### config.mk
export PLATFORM = sky130hd
export DESIGN_NAME = spi_slave_frontend
export DESIGN_NICKNAME = d
export VERILOG_FILES = /design/src/rtl/sfe_pkg.sv /design/src/rtl/sfe_sync.sv /design/src/rtl/sfe_hold_ctrl.sv /design/src/rtl/sfe_shifter.sv /design/src/rtl/spi_slave_frontend.sv
export SDC_FILE = /design/constraint.sdc
export NUM_CORES = 1
export LEC_CHECK = 0
export ABC_AREA = 1
export BUFFER_PORTS_ARGS = -buffer_cell sky130_fd_sc_hd__buf_4
export CORE_MARGIN = 2
export CORE_UTILIZATION = 54
export DETAILED_ROUTE_END_ITERATION = 12
export PLACE_DENSITY_LB_ADDON = 0.25
export SLEW_MARGIN = 20
export SYNTH_ARGS = -nofsm -noshare
export SYNTH_HDL_FRONTEND = slang
export SYNTH_SLANG_ARGS = --single-unit
### constraint.sdc
create_clock -name clk -period 1.77 [get_ports clk]
set_clock_uncertainty 0.15 [all_clocks]
set_input_delay 0.0885 -clock clk [delete_from_list [all_inputs] [get_ports clk]]
set_output_delay 0.0885 -clock clk [all_outputs]
set_load 0.03 [all_outputs]
### src/rtl/sfe_pkg.sv
// Package: shared sizes and types for the serial front-end.
// Assumes byte-wide serial transfers.
package sfe_pkg;
    localparam int BYTE_W = 8;
    localparam int CNT_W  = $clog2(BYTE_W);
    typedef logic [BYTE_W-1:0] byte_t;
    typedef logic [CNT_W-1:0]  bitcnt_t;
endpackage

### src/rtl/sfe_sync.sv
// Module: multi-bit pin synchronizer, one independent flop chain per bit.
// Assumes each bit is an unrelated asynchronous level; RST_VAL gives idle levels.
module sfe_sync #(
    parameter int              WIDTH   = 4,
    parameter int              STAGES  = 2,
    parameter logic [WIDTH-1:0] RST_VAL = '0
) (
    input  logic             clk,
    input  logic             rst_n,
    input  logic [WIDTH-1:0] d_i,
    output logic [WIDTH-1:0] q_o
);
    for (genvar b = 0; b < WIDTH; b++) begin : g_bit
        logic [STAGES-1:0] chain;
        // Shift the pin level through the flop chain.
        always_ff @(posedge clk) begin
            if (!rst_n) chain <= {STAGES{RST_VAL[b]}};
            else        chain <= {chain[STAGES-2:0], d_i[b]};
        end
        assign q_o[b] = chain[STAGES-1];
    end
endmodule

### src/rtl/sfe_hold_ctrl.sv
// Module: pause state tracker. It enters or leaves the pause only while the
// synchronized serial clock is low, and clears when the select is released.
// Assumes synchronized inputs.
module sfe_hold_ctrl (
    input  logic clk,
    input  logic rst_n,
    input  logic cs_act_i,
    input  logic sck_s_i,
    input  logic hold_n_s_i,
    output logic held_o
);
    // Follow the pause pin only during the clock-low phase.
    always_ff @(posedge clk) begin
        if (!rst_n)          held_o <= 1'b0;
        else if (!cs_act_i)  held_o <= 1'b0;
        else if (!sck_s_i)   held_o <= !hold_n_s_i;
    end

    AST_HOLD_ENTER_SCK_LOW: assert property (@(posedge clk) disable iff (!rst_n)
        $rose(held_o) |-> $past(!sck_s_i));
    AST_HOLD_LEAVE_SCK_LOW: assert property (@(posedge clk) disable iff (!rst_n)
        ($fell(held_o) && $past(cs_act_i)) |-> $past(!sck_s_i));
endmodule

### src/rtl/sfe_shifter.sv
// Module: receive and transmit shift datapath plus the frame strobes.
// Assumes the edge inputs are single-cycle pulses that are already gated by
// select and pause.
module sfe_shifter
    import sfe_pkg::*;
(
    input  logic  clk,
    input  logic  rst_n,
    input  logic  cs_fall_i,
    input  logic  cs_rise_i,
    input  logic  sck_rise_i,
    input  logic  sck_fall_i,
    input  logic  si_i,
    input  byte_t tx_data_i,
    input  logic  wr_arm_i,
    output byte_t rx_byte_o,
    output logic  rx_valid_o,
    output logic  frame_start_o,
    output logic  frame_end_o,
    output logic  write_go_o,
    output logic  so_bit_o
);
    localparam bitcnt_t LAST = bitcnt_t'(BYTE_W - 1);

    byte_t   rx_sh;
    byte_t   tx_sh;
    bitcnt_t cnt;

    // Frame framing, bit capture on rising edges, bit launch on falling edges.
    always_ff @(posedge clk) begin
        if (!rst_n) begin
            rx_sh <= '0; tx_sh <= '0; cnt <= '0; rx_byte_o <= '0;
            rx_valid_o <= 1'b0; frame_start_o <= 1'b0;
            frame_end_o <= 1'b0; write_go_o <= 1'b0;
        end else begin
            rx_valid_o    <= 1'b0;
            frame_start_o <= 1'b0;
            frame_end_o   <= 1'b0;
            write_go_o    <= 1'b0;
            if (cs_fall_i) begin
                cnt           <= '0;
                rx_sh         <= '0;
                tx_sh         <= tx_data_i;
                frame_start_o <= 1'b1;
            end else if (cs_rise_i) begin
                frame_end_o <= 1'b1;
                write_go_o  <= wr_arm_i && (cnt == '0);
                cnt         <= '0;
            end else begin
                if (sck_rise_i) begin
                    rx_sh <= {rx_sh[BYTE_W-2:0], si_i};
                    if (cnt == LAST) begin
                        cnt        <= '0;
                        rx_byte_o  <= {rx_sh[BYTE_W-2:0], si_i};
                        rx_valid_o <= 1'b1;
                    end else begin
                        cnt <= cnt + 1'b1;
                    end
                end
                if (sck_fall_i) begin
                    if (cnt == '0) tx_sh <= tx_data_i;
                    else           tx_sh <= {tx_sh[BYTE_W-2:0], 1'b0};
                end
            end
        end
    end

    assign so_bit_o = tx_sh[BYTE_W-1];

    AST_BYTE_ON_EIGHTH: assert property (@(posedge clk) disable iff (!rst_n)
        rx_valid_o |-> ($past(cnt) == LAST && $past(sck_rise_i)));
    AST_START_CLEARS_CNT: assert property (@(posedge clk) disable iff (!rst_n)
        frame_start_o |-> (cnt == '0));
    AST_GO_AT_END: assert property (@(posedge clk) disable iff (!rst_n)
        write_go_o |-> frame_end_o);
endmodule

### src/rtl/spi_slave_frontend.sv
// Module: top of the SPI slave front-end. It synchronizes the pins, finds
// the select and clock edges, gates them by the pause state and drives the
// datapath. Assumes the serial clock is well below the system clock (each
// phase lasts several system cycles).
module spi_slave_frontend
    import sfe_pkg::*;
#(
    parameter int SYNC_STAGES = 2
) (
    input  logic        clk,
    input  logic        rst_n,
    input  logic        cs_n_i,
    input  logic        sck_i,
    input  logic        si_i,
    input  logic        hold_n_i,
    output logic        so_o,
    output logic        so_oe_o,
    input  logic [7:0]  tx_data_i,
    output logic [7:0]  rx_byte_o,
    output logic        rx_valid_o,
    output logic        frame_start_o,
    output logic        frame_end_o,
    input  logic        wr_arm_i,
    input  logic        write_busy_i,
    output logic        write_go_o,
    output logic        standby_o
);
    logic [3:0] pins_s;
    logic cs_n_s, sck_s, si_s, hold_n_s;
    logic cs_n_q, sck_q, held;
    logic cs_act, cs_fall, cs_rise, sck_rise, sck_fall;

    sfe_sync #(.WIDTH(4), .STAGES(SYNC_STAGES), .RST_VAL(4'b1001)) u_sync (
        .clk(clk), .rst_n(rst_n),
        .d_i({cs_n_i, sck_i, si_i, hold_n_i}),
        .q_o(pins_s)
    );
    assign {cs_n_s, sck_s, si_s, hold_n_s} = pins_s;

    // Keep the previous synchronized select and clock levels for edge detection.
    always_ff @(posedge clk) begin
        if (!rst_n) begin
            cs_n_q <= 1'b1;
            sck_q  <= 1'b0;
        end else begin
            cs_n_q <= cs_n_s;
            sck_q  <= sck_s;
        end
    end

    assign cs_act   = !cs_n_s;
    assign cs_fall  = cs_n_q && !cs_n_s;
    assign cs_rise  = !cs_n_q && cs_n_s;
    assign sck_rise = cs_act && !held && sck_s && !sck_q;
    assign sck_fall = cs_act && !held && !sck_s && sck_q;

    sfe_hold_ctrl u_hold (
        .clk(clk), .rst_n(rst_n), .cs_act_i(cs_act),
        .sck_s_i(sck_s), .hold_n_s_i(hold_n_s), .held_o(held)
    );

    sfe_shifter u_shift (
        .clk(clk), .rst_n(rst_n),
        .cs_fall_i(cs_fall), .cs_rise_i(cs_rise),
        .sck_rise_i(sck_rise), .sck_fall_i(sck_fall),
        .si_i(si_s), .tx_data_i(tx_data_i), .wr_arm_i(wr_arm_i),
        .rx_byte_o(rx_byte_o), .rx_valid_o(rx_valid_o),
        .frame_start_o(frame_start_o), .frame_end_o(frame_end_o),
        .write_go_o(write_go_o), .so_bit_o(so_o)
    );

    assign so_oe_o   = cs_act && !held;
    assign standby_o = cs_n_s && !write_busy_i;

    AST_NO_DRIVE_DESELECTED: assert property (@(posedge clk) disable iff (!rst_n)
        cs_n_s |-> !so_oe_o);
    AST_NO_CAPTURE_HELD: assert property (@(posedge clk) disable iff (!rst_n)
        held |=> !rx_valid_o);
    AST_STANDBY_QUIET: assert property (@(posedge clk) disable iff (!rst_n)
        standby_o |-> !so_oe_o);
endmodule

# Word-level counts from Yosys, hierarchy flattened
# Cells that the tools add are included.
dict set report word_totals {
  wordCells 56
  regBits 41
  out_inout_bits 15
}
dict set report op_classes {
  n_addsub 1
  bitwise 4
  reduce_logical 26
  mux 8
  eq_ne 2
}
# op count
set ops {}
lappend ops {{8-bit 2-to-1 mux} 4}
lappend ops {{1-bit logical AND} 9}
lappend ops {{1-bit zero test} 7}
lappend ops {{3-bit OR reduction} 2}
lappend ops {{1-bit inverter} 4}
lappend ops {{2-bit AND reduction} 2}
lappend ops {{4-bit AND reduction} 1}
lappend ops {{2-bit OR reduction} 2}
lappend ops {{4-bit OR reduction} 1}
lappend ops {{3-bit by 1-bit adder with 3-bit output, second input constant} 1}
lappend ops {{3-bit == test, second input constant} 1}
lappend ops {{3-bit zero test} 1}
lappend ops {{1-bit 2-to-1 mux} 3}
lappend ops {{3-bit 2-to-1 mux} 1}
lappend ops {{2-bit inequality test, second input constant} 1}
lappend ops {{2-bit nonzero test} 1}

# Longest topological paths before layout
# Gate-level depths: netlist (run 1).
dict set report logic_depth {
  depth_word 7
  depth_mapped 9
}

# Cells and area by module
# Synthesis (run 1) repeated with hierarchy kept, for this count alone.
dict set report unflattened {
  cells_unflattened 238
  area_unflattened_um2 1771.7
}
# module area_each_um2 instances cells_per_inst seq_area_each_um2
set by_module_without_submodules {}
lappend by_module_without_submodules {sfe_shifter 1353.8 1 182 600.6}
lappend by_module_without_submodules {sfe_sync 255.2 1 29 160.2}
lappend by_module_without_submodules {spi_slave_frontend 116.4 1 19 40.0}
lappend by_module_without_submodules {sfe_hold_ctrl 46.3 1 8 20.0}

# Least setup slack after synthesis (run 1)
# Ideal clock, no wire load.
dict set report synth_timing {
  kind {register to register}
  from {register u_sync.g_bit[3].chain[1]}
  to {register u_shift.tx_sh[1]}
  setup_slack_ns 0.280
  t_arrival_ns 1.227
  setup_ns 0.113
  path_buffers 0
  stages_incl_launch_ff 9
  period_less_slack_ns 1.490
  cell_sequence {dfxtp_1 -> inv_1 -> ha_1 -> inv_2 -> nand2_1 -> nand2_1 -> nand2_1 -> nor2_1 -> nor2_1}
}
dict set report synth_via {
  word_cells_on_any_way 10
  cone_classes {eq/ne (1); mux (1); reduce/logical (8)}
}
# item line
set synth_lines {}
lappend synth_lines {{start, declared} sfe_sync.sv:14} ;# logic [STAGES-1:0] chain;
lappend synth_lines {{start signal, assigned} sfe_sync.sv:17} ;# if (!rst_n) chain <= {STAGES{RST_VAL[b]}};
lappend synth_lines {{start signal, assigned} sfe_sync.sv:18} ;# else chain <= {chain[STAGES-2:0], d_i[b]};
lappend synth_lines {{1-bit zero test *} spi_slave_frontend.sv:52} ;# assign cs_fall = cs_n_q && !cs_n_s;
lappend synth_lines {{1-bit logical AND *} spi_slave_frontend.sv:52}
lappend synth_lines {{via cs_fall} spi_slave_frontend.sv:31} ;# logic cs_act, cs_fall, cs_rise, sck_rise, sck_fall;
lappend synth_lines {{2-bit inequality test (no source line) / 2-bit nonzero test (equally long branches)} --}
lappend synth_lines {{2-bit AND reduction (no source line)} --}
lappend synth_lines {{end signal, assigned} sfe_shifter.sv:43} ;# tx_sh <= tx_data_i;
lappend synth_lines {{end signal, assigned} sfe_shifter.sv:61} ;# if (cnt == '0) tx_sh <= tx_data_i;
lappend synth_lines {{end signal, assigned} sfe_shifter.sv:62} ;# else tx_sh <= {tx_sh[BYTE_W-2:0], 1'b0};
lappend synth_lines {{end, declared} sfe_shifter.sv:26} ;# byte_t tx_sh;
# Mark *: on every way through the listed nets, which the timed path passes. The rest lies on a longest branch.
# A chain may end at the register's enable or synchronous reset.

# Final worst setup path (run 1)
dict set report layout_timing {
  from {register cs_n_q}
  to {register u_shift.rx_sh[5]}
}
dict set report layout_via {
  elab_chain_cells 4
  word_cells_on_any_way 6
  cone_classes {bitwise (1); reduce/logical (5)}
}
# item line
set layout_rtl {}
lappend layout_rtl {{start, declared} spi_slave_frontend.sv:30} ;# logic cs_n_q, sck_q, held;
lappend layout_rtl {{start signal, assigned} spi_slave_frontend.sv:46} ;# cs_n_q <= cs_n_s;
lappend layout_rtl {{1-bit zero test} spi_slave_frontend.sv:53} ;# assign cs_rise = !cs_n_q && cs_n_s;
lappend layout_rtl {{1-bit logical AND} spi_slave_frontend.sv:53}
lappend layout_rtl {{via cs_rise} spi_slave_frontend.sv:31}
lappend layout_rtl {{1-bit inverter (no source line)} --}
lappend layout_rtl {{2-bit AND reduction (no source line)} --}
lappend layout_rtl {{end signal, assigned} sfe_shifter.sv:51} ;# rx_sh <= {rx_sh[BYTE_W-2:0], si_i};
lappend layout_rtl {{end, declared} sfe_shifter.sv:25} ;# byte_t rx_sh;
# The timed path passes the listed nets, and every way through them passes these cells.

==> results of run 1 <==
==> logic make-up after synthesis <==
logic type | share of synthesized area (%)
AOI/OAI and AO/OA | 4.221
adders and majority gates | 3.639
buffers and inverters | 10.12
DFF | 47.74
and+or+nand+nor | 34.28
==> critical path, delay by kind of cell, from the launching register on <==
kind	cells	cell delay (ps)
simple gates	2	290
buf+inv	3	410
compound gates	1	120
fa+ha+maj	1	200
flops	1	350
==> layer usage <==
| metal | vias to the layer above | part of all wire (%) |
|---|---|---|
| met5 | - | 0 |
| met3 | 5 | 4.7 |
| met1 | 642 | 46 |
| met4 | 0 | 0.96 |
| met2 | 28 | 48 |
| li1 | 790 | - |
==> state kept, by name (all words and copies together), names as in the netlist <==
signal / cells
u_shift.write_go_o: 1
u_shift.rx_valid_o: 1
u_shift.rx_sh: 7
cs_n_q: 1
sck_q: 1
u_shift.cnt: 3
u_hold.held_o: 1
u_shift.rx_byte_o: 8
u_shift.tx_sh: 8
u_shift.frame_end_o: 1
u_sync.g_bit.chain: 8
u_shift.frame_start_o: 1
==> placed cells by master (no fill, tap or decap), types with 2 or more instances in the layout <==
cell           count
inv_2              2
dlygate4sd3_1     16
o21ai_0            3
nor2_1            39
nor2_4             2
clkbuf_4           5
or2_2              4
inv_1             30
buf_4             32
nand2_4            2
a21oi_1           10
nand2_2            6
ha_1               5
dfxtp_1           41
nand2_1           68
nand3_1            8
==> per-stage QoR <==
stage,hold WS (ps),setup WS [ps],cells,util (%),area [um2]
after detailed placement,125.5,141.1,302,64.34,1964
final,269.6,176.1,326,72.38,2210
after floorplan,36.13,280.4,231,-,1719
after global placement,120.1,180.4,302,64.34,1964
after CTS,273.9,113.3,326,72.21,2205
after global routing,294.3,36.02,326,72.38,2210
==> worst max path at each step <==
stage / start / slack, ps / endpoint
floorplan: u_sync.g_bit[3].chain[1] / 280 / u_shift.tx_sh[1]
global placement: u_sync.g_bit[3].chain[1] / 180 / u_shift.tx_sh[1]
detailed placement: u_sync.g_bit[3].chain[1] / 140 / u_shift.tx_sh[2]
CTS: u_sync.g_bit[3].chain[1] / 110 / u_shift.tx_sh[6]
global route: cs_n_q / 40 / u_shift.rx_sh[0]
finish: cs_n_q / 180 / u_shift.rx_sh[5]
==> area by class of cell <==
class,count,area share (%)
timing repair buffer,48,18.12
clock buffer,6,1.869
sequential,41,37.15
multi-input combinational,152,32.90
tap,44,2.492
inverter,33,5.719
clock inverter,2,1.755
==> power by group through the flow <==
stage | Clock, W | Combinational, W | Sequential, W
after CTS | 0.000613 | 0.000164 | 0.000955
after detailed placement | 0 | 0.000135 | 0.000976
final | 0.000607 | 0.000165 | 0.000955
after global placement | 0 | 0.000132 | 0.000976
after global routing | 0.000661 | 0.000184 | 0.000958
after floorplan | 0 | 0.0000867 | 0.000979
==> cells in the mapped netlist, types with 2 or more instances <==
master   count  area, um2
a21oi_1     10      50.05
buf_6        4      45.04
dfxtp_1     41      820.8
ha_1         5      62.56
inv_1       30      112.6
inv_2        3      11.26
nand2_1     69      259.0
nand2_2      5      31.28
nand2_4      2      22.52
nand3_1      8      40.04
nor2_1      39      146.4
nor2_4       2      22.52
o21ai_0      3      15.01
or2_2        4      25.02
==> timing repair <==
action                     4_1_cts  5_1_grt
setup endpoints to repair        0        8
hold buffers                    16        0
gates resized for setup          0        2
hold endpoints to repair        27        0
buffers inserted                 0        0
==> flow_metrics.env, run 1 <==
export IMPL_htreeDepth=2
export IMPL_final_max_slew_violation_count=0
export IMPL_start_util_pct=56.31
export IMPL_finalPower_w=0.001727
export IMPL_worst_slew_pin_slew_ps=274.9
export IMPL_relSlewSlack_pct=81.67
export IMPL_cpMaxStageDelayCell="dfxtp_1"
export IMPL_crit_path_end_kind="register"
export IMPL_synth_cells=231
export IMPL_multiInputGateArea_um2=726.9
export IMPL_cts_root_buf="clkbuf_4"
export IMPL_cts_buffers_inserted=5
export IMPL_io_buffers=30
export IMPL_track_usage_pct=20.58
export IMPL_grt_pass1_wl_um=5506
export IMPL_syn_num_nets=252
export IMPL_cts_tree="done"
export IMPL_start_kind="register"
export IMPL_required_ps=1920
export IMPL_max_cap_violations=0
export IMPL_synth_warnings=0
export IMPL_clk_insertion_delay_late_ps=360
export IMPL_nets=302
export IMPL_max_vdd_ir_drop_v=0.0005429
export IMPL_cp_max_fo=8
export IMPL_ys_seq_elements=41
export IMPL_hpwl_um=2096
export IMPL_drc=0
export IMPL_gr_usage_met1_pct=23.20
export IMPL_drive_gt1_share_pct=20.57
export IMPL_clk_pin_slew_ps=120
export IMPL_syn_avg_cell_area_um2=7.442
export IMPL_final_setup_tns_ps=0
export IMPL_n_antenna_cell=0
export IMPL_synthFlopType="dfxtp_1"
export IMPL_avgRoutedWirePerCell_um=9.856
export IMPL_synth_cell_types=20
export IMPL_max_stage_delay_ps=350
export IMPL_hold_class="reg2reg"
export IMPL_synth_edf_count=0
export IMPL_hold_depth=1
export IMPL_dr_first_iter_drc_count=51
export IMPL_combPwrFrac_pct=9.5
export IMPL_core_area_mm2=0.003053
export IMPL_antenna_found_initial=0
export IMPL_grt_pass1_vias=1344
export IMPL_path_common_cell="inv_1"
export IMPL_reg2regPathDepth=7
export IMPL_gp_congestion=0.8225
export IMPL_p_sw_share_pct=23.24
export IMPL_syn_area_mm2=0.001719
export IMPL_async_flop_share_pct=0
export IMPL_gr_total_overflow=0
export IMPL_fmax_mhz=627.4
export IMPL_clkPwrFrac_pct=35.2
export IMPL_leakage_nw=1.144
export IMPL_use_met3_pct=8.102
export IMPL_arrival_ps=1740
export IMPL_rr_startpoint="cs_n_q"
export IMPL_seqCellArea_um2=820.8
export IMPL_r2r_end="u_shift.rx_sh[5]"
export IMPL_timing_final_crit_share_pct=90.05
export IMPL_rrSetupSlack_ps=180
export IMPL_first_pass_iters=4
export IMPL_grt_met2_usage_pct=34.63
export IMPL_crit_path_cell_trace="inv_1 -> ha_1 -> inv_1 -> nand3_2 -> inv_2 -> nand2_1 -> a21oi_1"
export IMPL_p_sw_w=0.0004013
export IMPL_routed_via_density=4.494
export IMPL_whs_endpoint="u_hold.held_o"
export IMPL_ios=31
export IMPL_cts_sinks=41
export IMPL_internal_power_w=0.001326
export IMPL_area_growth_pct=28.53
export IMPL_crit_type="reg2reg"
export IMPL_ys_seq_area_share_pct=47.74
export IMPL_die_w_um=60.43
export IMPL_vias=1465
export IMPL_rows=20
export IMPL_power_density_mw_per_mm2=781.6
export IMPL_hold_path_startpoint="u_sync.g_bit[0].chain[1]"
export IMPL_min_period_ps=1594
export IMPL_grt_max_degree=26
export IMPL_seqPwrFrac_pct=55.3
export IMPL_status="finished, final reports clean"
export IMPL_dieArea_mm2=0.003651
export IMPL_top_usage_layer="met2"
export IMPL_hold_viol=0
export IMPL_wl_um=3213
export IMPL_setup_viol=0
export IMPL_antenna_left=0
export IMPL_nFillCells=257
export IMPL_clock_path_buffers=2
export IMPL_rsz0062_at_grt="no"
export IMPL_die_height_um=60.43
Power figures use the tool's default switching activity.
==> inputs of run 2 (changes only) <==
Settings changed: CTS_CLUSTER_SIZE from default to 40, SYNTH_HIERARCHICAL from default to 1.
==> run 2 against run 1 <==
Compared with the run above: design area is 0.28% lower; register-to-register slack about the same; hold slack got worse by 6.9 ps; critical path type unchanged; largest cell class unchanged; highest routed layer unchanged.
==> flow_metrics.env, run 2 <==
export IMPL_gr_total_overflow=0
export IMPL_max_cap_violations=0
export IMPL_track_usage_pct=20.52
export IMPL_relSlewSlack_pct=78.10
export IMPL_synth_cells=238
export IMPL_min_period_ps=1605
export IMPL_synth_area_top_cells="dfxtp_1, nand2_1, inv_1"
export IMPL_finalPower_w=0.001526
export IMPL_hold_viol=0
export IMPL_max_vdd_ir_drop_v=0.0005789
export IMPL_synthAdderAreaFrac_pct=2.825
export IMPL_syn_avg_cell_area_um2=7.444
export IMPL_dr_first_iter_drc_count=46
export IMPL_htreeDepth=2
export IMPL_synth_top_family_by_area="simple AND/OR/NAND/NOR gates"
export IMPL_antenna_found_initial=0
export IMPL_setup_viol=0
export IMPL_hold_class="reg2reg"
export IMPL_ys_seq_area_share_pct=46.33
export IMPL_n_antenna_cell=0
export IMPL_required_ps=1900
export IMPL_async_flop_share_pct=0
export IMPL_synthFlopType="dfxtp_1"
export IMPL_start_kind="register"
export IMPL_fin_cells=327
export IMPL_routed_via_density=4.706
export IMPL_clock_path_buffers=2
export IMPL_yosysTopAreaCell="dfxtp_1"
export IMPL_final_max_slew_violation_count=0
export IMPL_cts_sinks=41
export IMPL_yosys_area_top_type_share_pct=46.33
export IMPL_core_area_mm2=0.003078
export IMPL_final_cell_mix="dfxtp_1, nand2_1, inv_1, nor2_1, buf_4"
export IMPL_synth_warnings=6
export IMPL_worst_slew_pin_slew_ps=327.4
export IMPL_grt_pass1_vias=1299
export IMPL_postCtsSetupRepairBufs=0
export IMPL_timing_final_crit_share_pct=90.66
export IMPL_cts_buffers_inserted=5
export IMPL_reg_largest_list="u_shift/rx_byte_o: 8 flops, u_shift/tx_sh: 8 flops, u_sync/g_bit.chain: 8 flops"
export IMPL_place_inst=303
export IMPL_syn_num_nets=258
export IMPL_crit_path_end_kind="register"
export IMPL_reg2regPathDepth=7
export IMPL_cp_max_fo=14
export IMPL_hold_depth=2
export IMPL_rows=20
export IMPL_start_util_pct=57.56
export IMPL_synth_compound_area_share_pct=9.322
export IMPL_area_growth_pct=24.36
export IMPL_nets=304
export IMPL_leakage_nw=1.029
export IMPL_synthXorXnorAreaFrac_pct=0
export IMPL_vias=1539
export IMPL_dieArea_mm2=0.003755
export IMPL_clk_pin_slew_ps=110
export IMPL_avgRoutedWirePerCell_um=10.63
export IMPL_synth_top_cells_by_count="dfxtp_1, nand2_1, inv_1"
export IMPL_die_height_um=61.28
export IMPL_io_buffers=30
export IMPL_grt_pass1_wl_um=5616
export IMPL_drive_gt1_share_pct=19.43
export IMPL_cts_tree="done"
export IMPL_crit_type="reg2reg"
export IMPL_gp_congestion=0.7814
export IMPL_die_w_um=61.28
export IMPL_hpwl_um=2187
export IMPL_wl_um=3477
export IMPL_synthSimpleGateAreaFrac_pct=26.69
export IMPL_antenna_left=0
export IMPL_ys_seq_elements=41
export IMPL_synth_cell_types=21
export IMPL_yosysMostFrequentCell="dfxtp_1"
export IMPL_status="finished, final reports clean"
export IMPL_final_common_cell="dfxtp_1"
export IMPL_cts_root_buf="clkbuf_4"
export IMPL_arrival_ps=1730
export IMPL_final_setup_tns_ps=0
export IMPL_first_pass_iters=4
export IMPL_ios=31
export IMPL_power_density_mw_per_mm2=692.5
export IMPL_synthMuxAreaShare_pct=0
export IMPL_syn_area_mm2=0.001772
export IMPL_fmax_mhz=623.1
export IMPL_drc=0
export IMPL_synth_edf_count=0
export IMPL_grt_max_degree=30
export IMPL_rsz0062_at_grt="no"
export IMPL_clk_insertion_delay_late_ps=340
run 2: power breakdown:
group / switching (W) / leakage [nW] / total [W] / internal (W)
sequential: 0.0000101 / 0.334 / 0.000955 / 0.000945
clock: 0.000264 / 0.0269 / 0.000402 / 0.000138
combinational: 0.0000864 / 0.669 / 0.000168 / 0.0000819
run 2: layout make-up:
| cell class | instances | area, um2 |
|---|---|---|
| Fill cell | 268 | 874.6 |
| Sequential cell | 41 | 820.8 |
| Multi-Input combinational cell | 141 | 688.2 |
| Timing Repair Buffer | 52 | 435.4 |
| Inverter | 43 | 161.4 |
| Tap cell | 44 | 55.05 |
| Clock buffer | 5 | 37.54 |
| Clock inverter | 1 | 5.005 |
run 2: routing by layer:
| metal | GRT usage, % | part of all wire, % | up-vias |
|---|---|---|---|
| met4 | 11.18 | 1.8 | 0 |
| met3 | 4.412 | 3.4 | 6 |
| met1 | 25.62 | 46 | 679 |
| met2 | 32.98 | 48 | 30 |
| met5 | 0 | 0 | - |
| li1 | - | - | 824 |
run 2: repair_timing:
item,CTS,global route
resized for setup,0,0
hold endpoints to repair,28,0
hold buffers,18,0
setup endpoints to repair,0,0
run 2: cell families after synthesis:
group           after synthesis
compound gates               33
fa+ha+maj                     4
simple gates                104
buf+inv                      56
flops                        41
run 2: stage by stage:
step | hold slack [ps] | area [um2] | setup slack (ps) | utilization, %
5_1_grt | 292.1 | 2203 | 9.134 | 71.59
6_report | 262.7 | 2203 | 165.2 | 71.59
3_3_place_gp | 108.0 | 1981 | 244.5 | 64.35
2_1_floorplan | 7.431 | 1772 | 283.5 | -
3_5_place_dp | 115.1 | 1981 | 154.8 | 64.35
4_1_cts | 264.0 | 2203 | 130.8 | 71.59
run 2: worst paths after layout:
check | startpoint | endpoint | slack (ps)
worst max-delay path | u_sync/g_bit[3].chain[1] | u_shift/rx_byte_o[2] | 170
worst min-delay path | u_sync/g_bit[3].chain[0] | u_sync/g_bit[3].chain[1] | 260
worst max register to register | u_sync/g_bit[3].chain[1] | u_shift/rx_byte_o[2] | 170
worst min register to register | u_sync/g_bit[3].chain[0] | u_sync/g_bit[3].chain[1] | 260
run 2: worst max-delay path, stage by stage, from the launching register on:
cell     delay, ps
dfxtp_1        330
inv_2          110
nand2_4         70
nor2_2         170
nand2_2        210
nor3_4         320
nor2_1          80
nor2_1         100
